===== src/rtl/irq_pkg.sv =====
// Package: shared constants and helpers for the interrupt arbiter.
// Assumes vectors are 16-bit, two bytes apart, growing downward with index.
package irq_pkg;
    localparam int unsigned IRQ_VEC_W = 16;

    // Vector address of a source: top minus two bytes per index step.
    function automatic logic [IRQ_VEC_W-1:0] irq_vec_addr(
        input logic [IRQ_VEC_W-1:0] top,
        input logic [IRQ_VEC_W-1:0] idx
    );
        return top - (idx << 1);
    endfunction
endpackage


===== src/rtl/irq_req_bank.sv =====
// Module: sticky pending bits and enable mask for every source.
// Pending bits are set by events, cleared by acceptance or by the
// clear-only software port; a same-cycle event beats any clear.
// Assumes acc_clr_i is zero or one-hot.
module irq_req_bank #(
    parameter int unsigned NUM_SRC = 8
) (
    input  logic               clk,
    input  logic               rst_n,
    input  logic [NUM_SRC-1:0] evt_i,
    input  logic               req_we_i,
    input  logic [NUM_SRC-1:0] req_wdata_i,
    input  logic [NUM_SRC-1:0] acc_clr_i,
    input  logic               en_we_i,
    input  logic [NUM_SRC-1:0] en_wdata_i,
    output logic [NUM_SRC-1:0] req_o,
    output logic [NUM_SRC-1:0] en_o
);
    logic [NUM_SRC-1:0] req_q;
    logic [NUM_SRC-1:0] en_q;
    logic [NUM_SRC-1:0] sw_clr;

    // Software clear mask: a 0 written clears, a 1 is ignored.
    always_comb sw_clr = req_we_i ? ~req_wdata_i : '0;

    // Pending bits: keep, drop on clears, then events win.
    always_ff @(posedge clk) begin
        if (!rst_n) req_q <= '0;
        else        req_q <= (req_q & ~acc_clr_i & ~sw_clr) | evt_i;
    end

    // Enable mask register.
    always_ff @(posedge clk) begin
        if (!rst_n)       en_q <= '0;
        else if (en_we_i) en_q <= en_wdata_i;
    end

    assign req_o = req_q;
    assign en_o  = en_q;

    // every event leaves its pending bit set after the edge.
    p_event_sticks_r2: assert property (@(posedge clk) disable iff (!rst_n)
        $past(rst_n) |-> (($past(evt_i) & ~req_q) == '0));

    // an accepted bit with no competing event is cleared.
    p_accept_clears_r6: assert property (@(posedge clk) disable iff (!rst_n)
        ((acc_clr_i & ~evt_i) != '0) |=> ((req_q & $past(acc_clr_i & ~evt_i)) == '0));
endmodule


===== src/rtl/irq_prio_pick.sv =====
// Module: fixed-priority picker, lowest index wins.
// Purely combinational; a ripple of "already taken" flags blocks
// every higher index once a lower one qualifies.
module irq_prio_pick #(
    parameter int unsigned NUM_SRC = 8,
    localparam int unsigned IDX_W  = (NUM_SRC > 1) ? $clog2(NUM_SRC) : 1
) (
    input  logic [NUM_SRC-1:0] elig_i,
    output logic [NUM_SRC-1:0] grant_o,
    output logic [IDX_W-1:0]   idx_o,
    output logic               any_o
);
    logic [NUM_SRC:0] taken;

    assign taken[0] = 1'b0;

    for (genvar k = 0; k < NUM_SRC; k++) begin : g_slot
        assign grant_o[k]  = elig_i[k] & ~taken[k];
        assign taken[k+1]  = taken[k] | elig_i[k];
    end

    assign any_o = taken[NUM_SRC];

    // Encode the one-hot grant into an index.
    always_comb begin
        idx_o = '0;
        for (int k = 0; k < NUM_SRC; k++) begin
            if (grant_o[k]) idx_o = idx_o | IDX_W'(k);
        end
    end

    // at most one winner, and only among qualifying sources.
    always_comb begin
        p_grant_onehot_r4: assert ($onehot0(grant_o));
        p_grant_subset_r4: assert ((grant_o & ~elig_i) == '0);
    end
endmodule


===== src/rtl/irq_vec_map.sv =====
// Module: maps a source index to its constant vector address.
// Assumes vectors are packed two bytes apart below VEC_TOP.
module irq_vec_map
    import irq_pkg::*;
#(
    parameter int unsigned          IDX_W   = 3,
    parameter logic [IRQ_VEC_W-1:0] VEC_TOP = 16'hFFFC
) (
    input  logic [IDX_W-1:0]     idx_i,
    output logic [IRQ_VEC_W-1:0] vec_o
);
    // Address arithmetic on a zero-extended index.
    always_comb vec_o = irq_vec_addr(VEC_TOP, IRQ_VEC_W'(idx_i));
endmodule


===== src/rtl/irq_accept_ctrl.sv =====
// Module: top of the interrupt request latch and arbiter.
// Holds the global disable flag, qualifies pending bits at sampling
// strobes, and registers the accept pulse, index and vector.
// Assumes sample_i is high for one cycle per instruction boundary.
module irq_accept_ctrl
    import irq_pkg::*;
#(
    parameter int unsigned          NUM_SRC = 8,
    parameter logic [IRQ_VEC_W-1:0] VEC_TOP = 16'hFFFC,
    localparam int unsigned         IDX_W   = (NUM_SRC > 1) ? $clog2(NUM_SRC) : 1
) (
    input  logic                 clk,
    input  logic                 rst_n,
    input  logic [NUM_SRC-1:0]   evt_i,
    input  logic                 req_we_i,
    input  logic [NUM_SRC-1:0]   req_wdata_i,
    input  logic                 en_we_i,
    input  logic [NUM_SRC-1:0]   en_wdata_i,
    input  logic                 gdis_we_i,
    input  logic                 gdis_wdata_i,
    input  logic                 sample_i,
    output logic                 accept_o,
    output logic [IDX_W-1:0]     accept_id_o,
    output logic [IRQ_VEC_W-1:0] accept_vec_o,
    output logic [NUM_SRC-1:0]   req_o,
    output logic [NUM_SRC-1:0]   en_o,
    output logic                 gdis_o
);
    logic [NUM_SRC-1:0]   req_w, en_w, elig, grant, acc_clr;
    logic [IDX_W-1:0]     win_idx;
    logic                 win_any, take;
    logic [IRQ_VEC_W-1:0] win_vec;
    logic                 gdis_q, accept_q;
    logic [IDX_W-1:0]     id_q;
    logic [IRQ_VEC_W-1:0] vec_q;

    irq_req_bank #(.NUM_SRC(NUM_SRC)) u_bank (
        .clk        (clk),
        .rst_n      (rst_n),
        .evt_i      (evt_i),
        .req_we_i   (req_we_i),
        .req_wdata_i(req_wdata_i),
        .acc_clr_i  (acc_clr),
        .en_we_i    (en_we_i),
        .en_wdata_i (en_wdata_i),
        .req_o      (req_w),
        .en_o       (en_w)
    );

    // Qualified set: pending, enabled and not globally masked.
    always_comb elig = req_w & en_w & {NUM_SRC{~gdis_q}};

    irq_prio_pick #(.NUM_SRC(NUM_SRC)) u_pick (
        .elig_i (elig),
        .grant_o(grant),
        .idx_o  (win_idx),
        .any_o  (win_any)
    );

    irq_vec_map #(.IDX_W(IDX_W), .VEC_TOP(VEC_TOP)) u_vec (
        .idx_i(win_idx),
        .vec_o(win_vec)
    );

    // Acceptance happens only on a strobe with a winner present.
    always_comb begin
        take    = sample_i & win_any;
        acc_clr = take ? grant : '0;
    end

    // Global disable flag: acceptance sets it, otherwise software writes.
    always_ff @(posedge clk) begin
        if (!rst_n)         gdis_q <= 1'b1;
        else if (take)      gdis_q <= 1'b1;
        else if (gdis_we_i) gdis_q <= gdis_wdata_i;
    end

    // Accept pulse plus the held index and vector of the last winner.
    always_ff @(posedge clk) begin
        if (!rst_n) begin
            accept_q <= 1'b0;
            id_q     <= '0;
            vec_q    <= '0;
        end else begin
            accept_q <= take;
            if (take) begin
                id_q  <= win_idx;
                vec_q <= win_vec;
            end
        end
    end

    assign accept_o     = accept_q;
    assign accept_id_o  = id_q;
    assign accept_vec_o = vec_q;
    assign req_o        = req_w;
    assign en_o         = en_w;
    assign gdis_o       = gdis_q;

    // an accept pulse always follows a sampling strobe.
    p_accept_after_strobe_r10: assert property (@(posedge clk) disable iff (!rst_n)
        accept_o |-> $past(sample_i));

    // the flag is set whenever an accept pulse is visible.
    p_accept_masks_r7: assert property (@(posedge clk) disable iff (!rst_n)
        accept_o |-> gdis_o);

    // a strobe while globally masked yields no accept.
    p_masked_no_accept_r3: assert property (@(posedge clk) disable iff (!rst_n)
        (sample_i && gdis_o) |=> !accept_o);

    // a strobe with nothing pending and enabled yields no accept.
    p_empty_no_accept_r3: assert property (@(posedge clk) disable iff (!rst_n)
        (sample_i && ((req_o & en_o) == '0)) |=> !accept_o);
endmodule


===== config.mk =====
export PLATFORM = sky130hd
export DESIGN_NAME = irq_accept_ctrl
export DESIGN_NICKNAME = d
export VERILOG_FILES = /design/src/rtl/irq_pkg.sv /design/src/rtl/irq_req_bank.sv /design/src/rtl/irq_prio_pick.sv /design/src/rtl/irq_vec_map.sv /design/src/rtl/irq_accept_ctrl.sv
export SDC_FILE = /design/constraint.sdc
export NUM_CORES = 1
export LEC_CHECK = 0
export BUFFER_PORTS_ARGS = -buffer_cell sky130_fd_sc_hd__buf_2
export CAP_MARGIN = 0
export CELL_PAD_IN_SITES_DETAIL_PLACEMENT = 1
export CELL_PAD_IN_SITES_GLOBAL_PLACEMENT = 1
export CORE_AREA = 2 2 63 88
export DETAILED_ROUTE_END_ITERATION = 6
export DIE_AREA = 0 0 65 90
export GPL_TIMING_DRIVEN = 0
export PLACE_DENSITY = 0.92
export RECOVER_POWER = 100
export SYNTH_ARGS = -nofsm -noshare
export SYNTH_HDL_FRONTEND = slang
export SYNTH_HIERARCHICAL = 1
export SYNTH_SLANG_ARGS = --single-unit
export TNS_END_PERCENT = 1

===== constraint.sdc =====
create_clock -name clk -period 3.5 [get_ports clk]
set_clock_uncertainty 0.05 [all_clocks]
set_input_delay 0 -clock clk [delete_from_list [all_inputs] [get_ports clk]]
set_output_delay 0 -clock clk [all_outputs]
set_load 0.02 [all_outputs]

==> results of run 1 <==
[cell usage in the layout, fill, tap and decap left out, types with 9 or more instances in the layout]
master | Yosys | final
mux2i_1 | 9 | 9
conb_1 | 2 | 12
buf_2 | 7 | 35
nor3b_1 | 10 | 10
nand2_1 | 28 | 28
nand4_1 | 19 | 19
dlygate4sd3_1 | 0 | 18
buf_4 | 17 | 17
dfxtp_1 | 37 | 37
nor2b_1 | 17 | 17
clkbuf_1 | 0 | 39
and3_1 | 9 | 9
o21ai_0 | 2 | 17
nor2_1 | 13 | 13
[per-stage QoR]
stage / area [µm²] / hold slack (ns) / setup WS (ns) / cells
floorplan: 1900 / 0.0740 / 1.19 / 230
global placement: 2310 / 0.159 / 1.13 / 362
detailed placement: 2310 / 0.168 / 1.07 / 362
CTS: 2600 / 0.0159 / 1.04 / 388
global route: 2540 / 0.0180 / 0.566 / 388
finish: 2540 / 0.0180 / 0.772 / 388
[cells by family after synthesis]
logic type | after synthesis | synth area share [%]
and+or+nand+nor | 104 | 31.0
other | 2 | 0.403
buffers and inverters | 33 | 12.5
AOI/OAI and AO/OA | 33 | 10.3
adders and majority gates | 1 | 0.671
DFF | 37 | 39.7
muxes | 9 | 4.83
xor gates and xnor gates | 1 | 0.470
[critical path, delay by kind of cell, from the launching register on]
family | cells | cell delay (ns)
buffers and inverters | 3 | 0.68
AO/OA/AOI/OAI | 1 | 0.12
AND/OR/NAND/NOR | 6 | 1.47
flip-flops | 1 | 0.35
[cell usage after synthesis, drive strengths merged]
master / instances / area (µm²)
nor3b: 11 / 87.6
or4: 1 / 11.3
and2: 2 / 15.0
o21a: 8 / 60.1
inv: 4 / 15.0
nand4: 19 / 119
nor2b: 17 / 106
nor3: 1 / 10.0
nor2: 13 / 48.8
a21oi: 1 / 5.00
conb: 2 / 7.51
a211oi: 2 / 15.0
a21o: 1 / 7.51
xnor2: 1 / 8.76
mux2i: 9 / 90.1
dfxtp: 37 / 741
nand2: 28 / 105
ha: 1 / 12.5
nand3b: 1 / 7.51
buf: 29 / 219
nand3: 1 / 5.00
nor4: 1 / 6.26
o21ai: 21 / 105
and3: 9 / 56.3
[where the power goes]
| part | switching [mW] | internal [mW] | leakage, nW |
|---|---|---|---|
| clock network | 0.151 | 0.178 | 0.0542 |
| logic | 0.0853 | 0.0724 | 0.717 |
| registers | 0.0110 | 0.438 | 0.303 |
[how the worst max path moves through the flow]
stage | from | endpoint | slack, ns | depth (start not counted)
2_1_floorplan | gdis_o | u_bank/req_o[6] | 1.19 | 10
3_3_place_gp | gdis_o | u_bank/req_o[6] | 1.13 | 10
3_5_place_dp | gdis_o | u_bank/req_o[6] | 1.07 | 10
4_1_cts | gdis_o | u_bank/req_o[6] | 1.04 | 10
5_1_grt | gdis_o | u_bank/req_o[6] | 0.57 | 10
6_report | gdis_o | u_bank/req_o[6] | 0.77 | 10
[layout make-up]
type | count | area, µm²
buffer | 29 | 210
clock buffer | 7 | 96.3
tap | 66 | 82.6
sequential | 37 | 741
multi-input combinational | 160 | 923
fill | 665 | 2540
timing repair buffer | 84 | 464
clock inverter | 1 | 5.00
inverter | 4 | 15.0
[per-layer routing]
metal / part of all wire, % / up-vias / track usage (%)
met5: 0 / - / 0
met4: 2.3 / 0 / 6.56
met3: 4.1 / 11 / 4.13
met2: 55 / 48 / 35.7
met1: 39 / 873 / 21.0
li1: - / 928 / -
[state kept, by name, indices dropped and copies added, names as in the netlist]
register / count
accept_id_o: 3
accept_o: 1
accept_vec_o: 16
gdis_o: 1
u_bank/en_o: 8
u_bank/req_o: 8
[timing repair]
action,in CTS,in global routing
endpoints found under the hold margin,17,0
endpoints found under the setup margin,0,0
hold buffers,18,0
==> impl_metrics.py, run 1 <==
metrics = {
    "timing": {
        "finalCritPeriodShare_pct": 78.0,
        "setup_viol": 0,
        "period_needed_ns": 2.73,
        "clock.fmax_ghz": 0.367,
        "finalSetupTns_ns": 0,
        "hold_viol_final": 0,
        "slew_violations": 0,
        "rsz0062_at_grt": "no",
    },
    "clock_tree": {
        "clk_latency_ns": 0.29,
        "cts_tree": "done",
        "cts_buffers": 5,
        "clkTransAtPathRegs_ns": 0.07,
        "clk_path_buf_depth": 2,
        "cts_max_level": 2,
        "clock_sinks": 37,
        "post_cts_buffers": 0,
        "cts_resized": 0,
        "clockRootBuffer": "clkbuf_8",
    },
    "global_routing": {
        "track_usage_pct": 19.3,
        "grt_pass1_vias": 1961,
        "antenna_found_initial": 0,
        "grt_max_degree": 12,
        "overflow": 0,
        "grt_pass1_wl_um": 8870,
    },
    "logic_synthesis": {
        "yosys.cell_types.count": 29,
        "yosysWarnings": 6,
        "syn_area_per_cell_um2": 8.47,
        "synth-seq-cells": 37,
        "synth_cells": 220,
        "ys_seq_area_share_pct": 39.7,
        "netlist_area_um2": 1860,
    },
    "pwr": {
        "p_per_area_nw_per_um2": 369,
        "vdd_drop_max_uv": 288,
        "power.leakage_nw": 1.07,
        "power.total_mw": 0.936,
    },
    "run_status": {
        "status": "completed",
    },
    "route": {
        "dr.pass1.iters": 4,
        "ant_nets": 0,
        "wl_per_cell_um": 13.8,
        "routed_via_density": 4.79,
        "drc": 0,
        "vias": 1860,
        "drt_iter0_markers": 41,
        "drt-total-wl_um": 5350,
    },
    "critical_path": {
        "reg2reg_slack_ns": 0.77,
        "crit_arrival_ns": 2.91,
        "r2r-start": "gdis_o",
        "cpPeakStageDelay_ns": 0.63,
        "worst-path-max-fanout": 10,
        "worstSetupStartpointType": "register",
        "crit_required_ns": 3.69,
        "rr_worst_depth": 10,
        "criticalPathCategory": "reg2reg",
        "cp_slowest_cell": "or4_1",
        "path_cells": "clkbuf_1, nor2_1, or4_1, nor3_2, nand2_1, buf_4, buf_6, and3_1, nor3b_1, o21a_1",
        "r2r-end": "u_bank/req_o[6]",
        "end_kind": "register",
    },
    "floorplan": {
        "die_height_um": 90,
        "rows": 31,
        "die_w_um": 65,
        "initial_utilization_pct": 36.7,
        "dieArea_um2": 5850,
        "core_area_um2": 5080,
        "io_pins": 68,
    },
    "hold_path": {
        "min_from": "rst_n",
        "min_path_cells": 2,
        "worstHoldEndpoint": "u_bank/en_o[7]",
        "hp-class": "in2reg",
    },
    "place": {
        "port_buffers": 66,
        "place.gp.congestion": 0.759,
        "dp_hpwl_um": 3750,
    },
    "layout": {
        "num-nets-final": 353,
        "drive_gt1_share_pct": 20.8,
        "final_core_utilization_pct": 49.9,
        "diodes": 0,
        "area_delta_synth_final_pct": 36.1,
    },
    "job": {
        "drv_cap": 0,
    },
}
Note: power is estimated with default switching activity, not from simulation.
==> run 2: changes to the inputs <==
- CORE_AREA: 2 2 63 88 -> 2 2 64 91
- DIE_AREA: 0 0 65 90 -> 0 0 66 93
- PLACE_DENSITY: 0.92 -> 0.88
- clock period: 3.5 -> 2.7 ns (I/O delays scaled with it)
==> impl_metrics.py, run 2 (synthesis results as in run 1) <==
metrics = {
    "route": {
        "vias": 1815,
        "ant_nets": 0,
        "routed_via_density": 4.65,
        "wl_per_cell_um": 13.0,
        "drt-total-wl_um": 5090,
        "dr.pass1.iters": 4,
        "drt_iter0_markers": 38,
        "drc": 0,
    },
    "timing": {
        "hold_viol_final": 0,
        "period_needed_ns": 2.43,
        "rsz0062_at_grt": "no",
        "slew_violations": 0,
        "setup_viol": 0,
        "clock.fmax_ghz": 0.411,
        "finalCritPeriodShare_pct": 90.0,
        "finalSetupTns_ns": 0,
        "fin_ws_ns": 0.270,
        "hold_ws_ns": 0.0252,
    },
    "floorplan": {
        "dieArea_um2": 6140,
        "rows": 32,
        "initial_utilization_pct": 34.7,
        "io_pins": 68,
        "die_height_um": 93,
        "die_w_um": 66,
        "core_area_um2": 5370,
    },
    "hold_path": {
        "hp-class": "in2reg",
        "min_from": "rst_n",
    },
    "pwr": {
        "power.leakage_nw": 1.07,
        "vdd_drop_max_uv": 230,
        "p_per_area_nw_per_um2": 457,
    },
    "place": {
        "dp_slack_ns": 0.289,
        "dpl-instance-area_um2": 2320,
        "port_buffers": 66,
        "place.gp.congestion": 0.732,
        "dp_hpwl_um": 3600,
    },
    "critical_path": {
        "reg2reg_slack_ns": 0.27,
        "setup.worst_path.end": "u_bank/req_o[6]",
        "cpPeakStageDelay_ns": 0.57,
        "crit_required_ns": 2.88,
        "worst-path-max-fanout": 10,
        "path_cells": "buf_2, nor2_1, or4_4, nor3_2, nand2_1, buf_4, buf_6, and3_1, nor3b_1, o21a_1",
        "r2r-start": "gdis_o",
        "cp_slowest_cell": "or4_4",
        "cp-startpoint": "gdis_o",
        "worstSetupStartpointType": "register",
        "rr_worst_depth": 10,
        "r2r-end": "u_bank/req_o[6]",
        "end_kind": "register",
        "criticalPathCategory": "reg2reg",
        "crit_arrival_ns": 2.61,
    },
    "clock_tree": {
        "clk_latency_ns": 0.28,
        "cts_buffers": 5,
        "clock_sinks": 37,
        "cts_max_level": 2,
        "clkTransAtPathRegs_ns": 0.07,
        "cts_tree": "done",
        "clk_path_buf_depth": 2,
        "cts_resized": 0,
        "clockRootBuffer": "clkbuf_8",
    },
    "layout": {
        "final_core_utilization_pct": 47.1,
        "multi_input_area_um2": 927,
        "final_cell_mix": "clkbuf_1, buf_2, dfxtp_1",
        "area_delta_synth_final_pct": 35.6,
        "drive_gt1_share_pct": 21.4,
        "nFillCells": 710,
        "num-nets-final": 353,
        "final_common_cell": "clkbuf_1",
        "diodes": 0,
        "largest_reg_flops": 16,
        "finalInstanceArea_um2": 2530,
        "register_area_um2": 741,
    },
    "run_status": {
        "status": "completed",
    },
    "global_routing": {
        "antenna_found_initial": 0,
        "track_usage_pct": 17.1,
        "grt_pass1_wl_um": 8020,
        "grt_max_degree": 12,
        "grt_pass1_vias": 1802,
        "overflow": 0,
    },
    "job": {
        "drv_cap": 0,
    },
}
run 2: power breakdown:
part / switching [mW] / internal (mW) / leakage [nW]
sequential: 0.0141 / 0.568 / 0.303
clock: 0.191 / 0.179 / 0.0450
combinational: 0.107 / 0.0946 / 0.719
total: 0.313 / 0.842 / 1.07
run 2: through the flow:
stage                     cells  power (mW)
final                       390        1.15
after CTS                   390        1.18
after global placement      364       0.779
after detailed placement    364       0.782
after global routing        390        1.22
after floorplan             230       0.715
run 2: area by class of cell:
cell class	instances	share of cell area, %
clock buffers	6	2.87
multi-input cells	160	36.7
well taps	68	3.37
plain buffers	29	8.37
repair buffers	84	18.4
clock inverters	2	0.396
inverters	4	0.594
flip-flops and latches	37	29.3
run 2: how the worst min path moves through the flow:
stage                           end  slack [ns]  cells past startpoint
global route         u_bank/en_o[7]        0.02                      2
finish               u_bank/en_o[2]        0.03                      2
CTS                  u_bank/en_o[2]        0.01                      2
detailed placement  u_bank/req_o[3]        0.16                      2
global placement    u_bank/req_o[2]        0.16                      2
floorplan           u_bank/req_o[0]        0.07                      1
run 2: timing repair:
| item | in CTS | in global routing |
|---|---|---|
| hold buffers | 18 | 0 |
| hold endpoints to repair | 17 | 0 |
| setup buffers | 0 | 0 |
run 2: worst max-delay path: cells and delay by family, from the launching register on:
family / cells / cell delay [ns]
and+or+nand+nor: 6 / 1.31
buffers and inverters: 3 / 0.54
DFF: 1 / 0.34
AOI/OAI and AO/OA: 1 / 0.12
run 2: metal layers:
metal | part of all wire, % | global-route usage [%] | vias to the layer above
li1 | - | - | 927
met1 | 39 | 17.7 | 833
met2 | 55 | 32.2 | 47
met3 | 4.3 | 4.45 | 8
met4 | 1.8 | 6.29 | 0
met5 | 0 | 0 | -
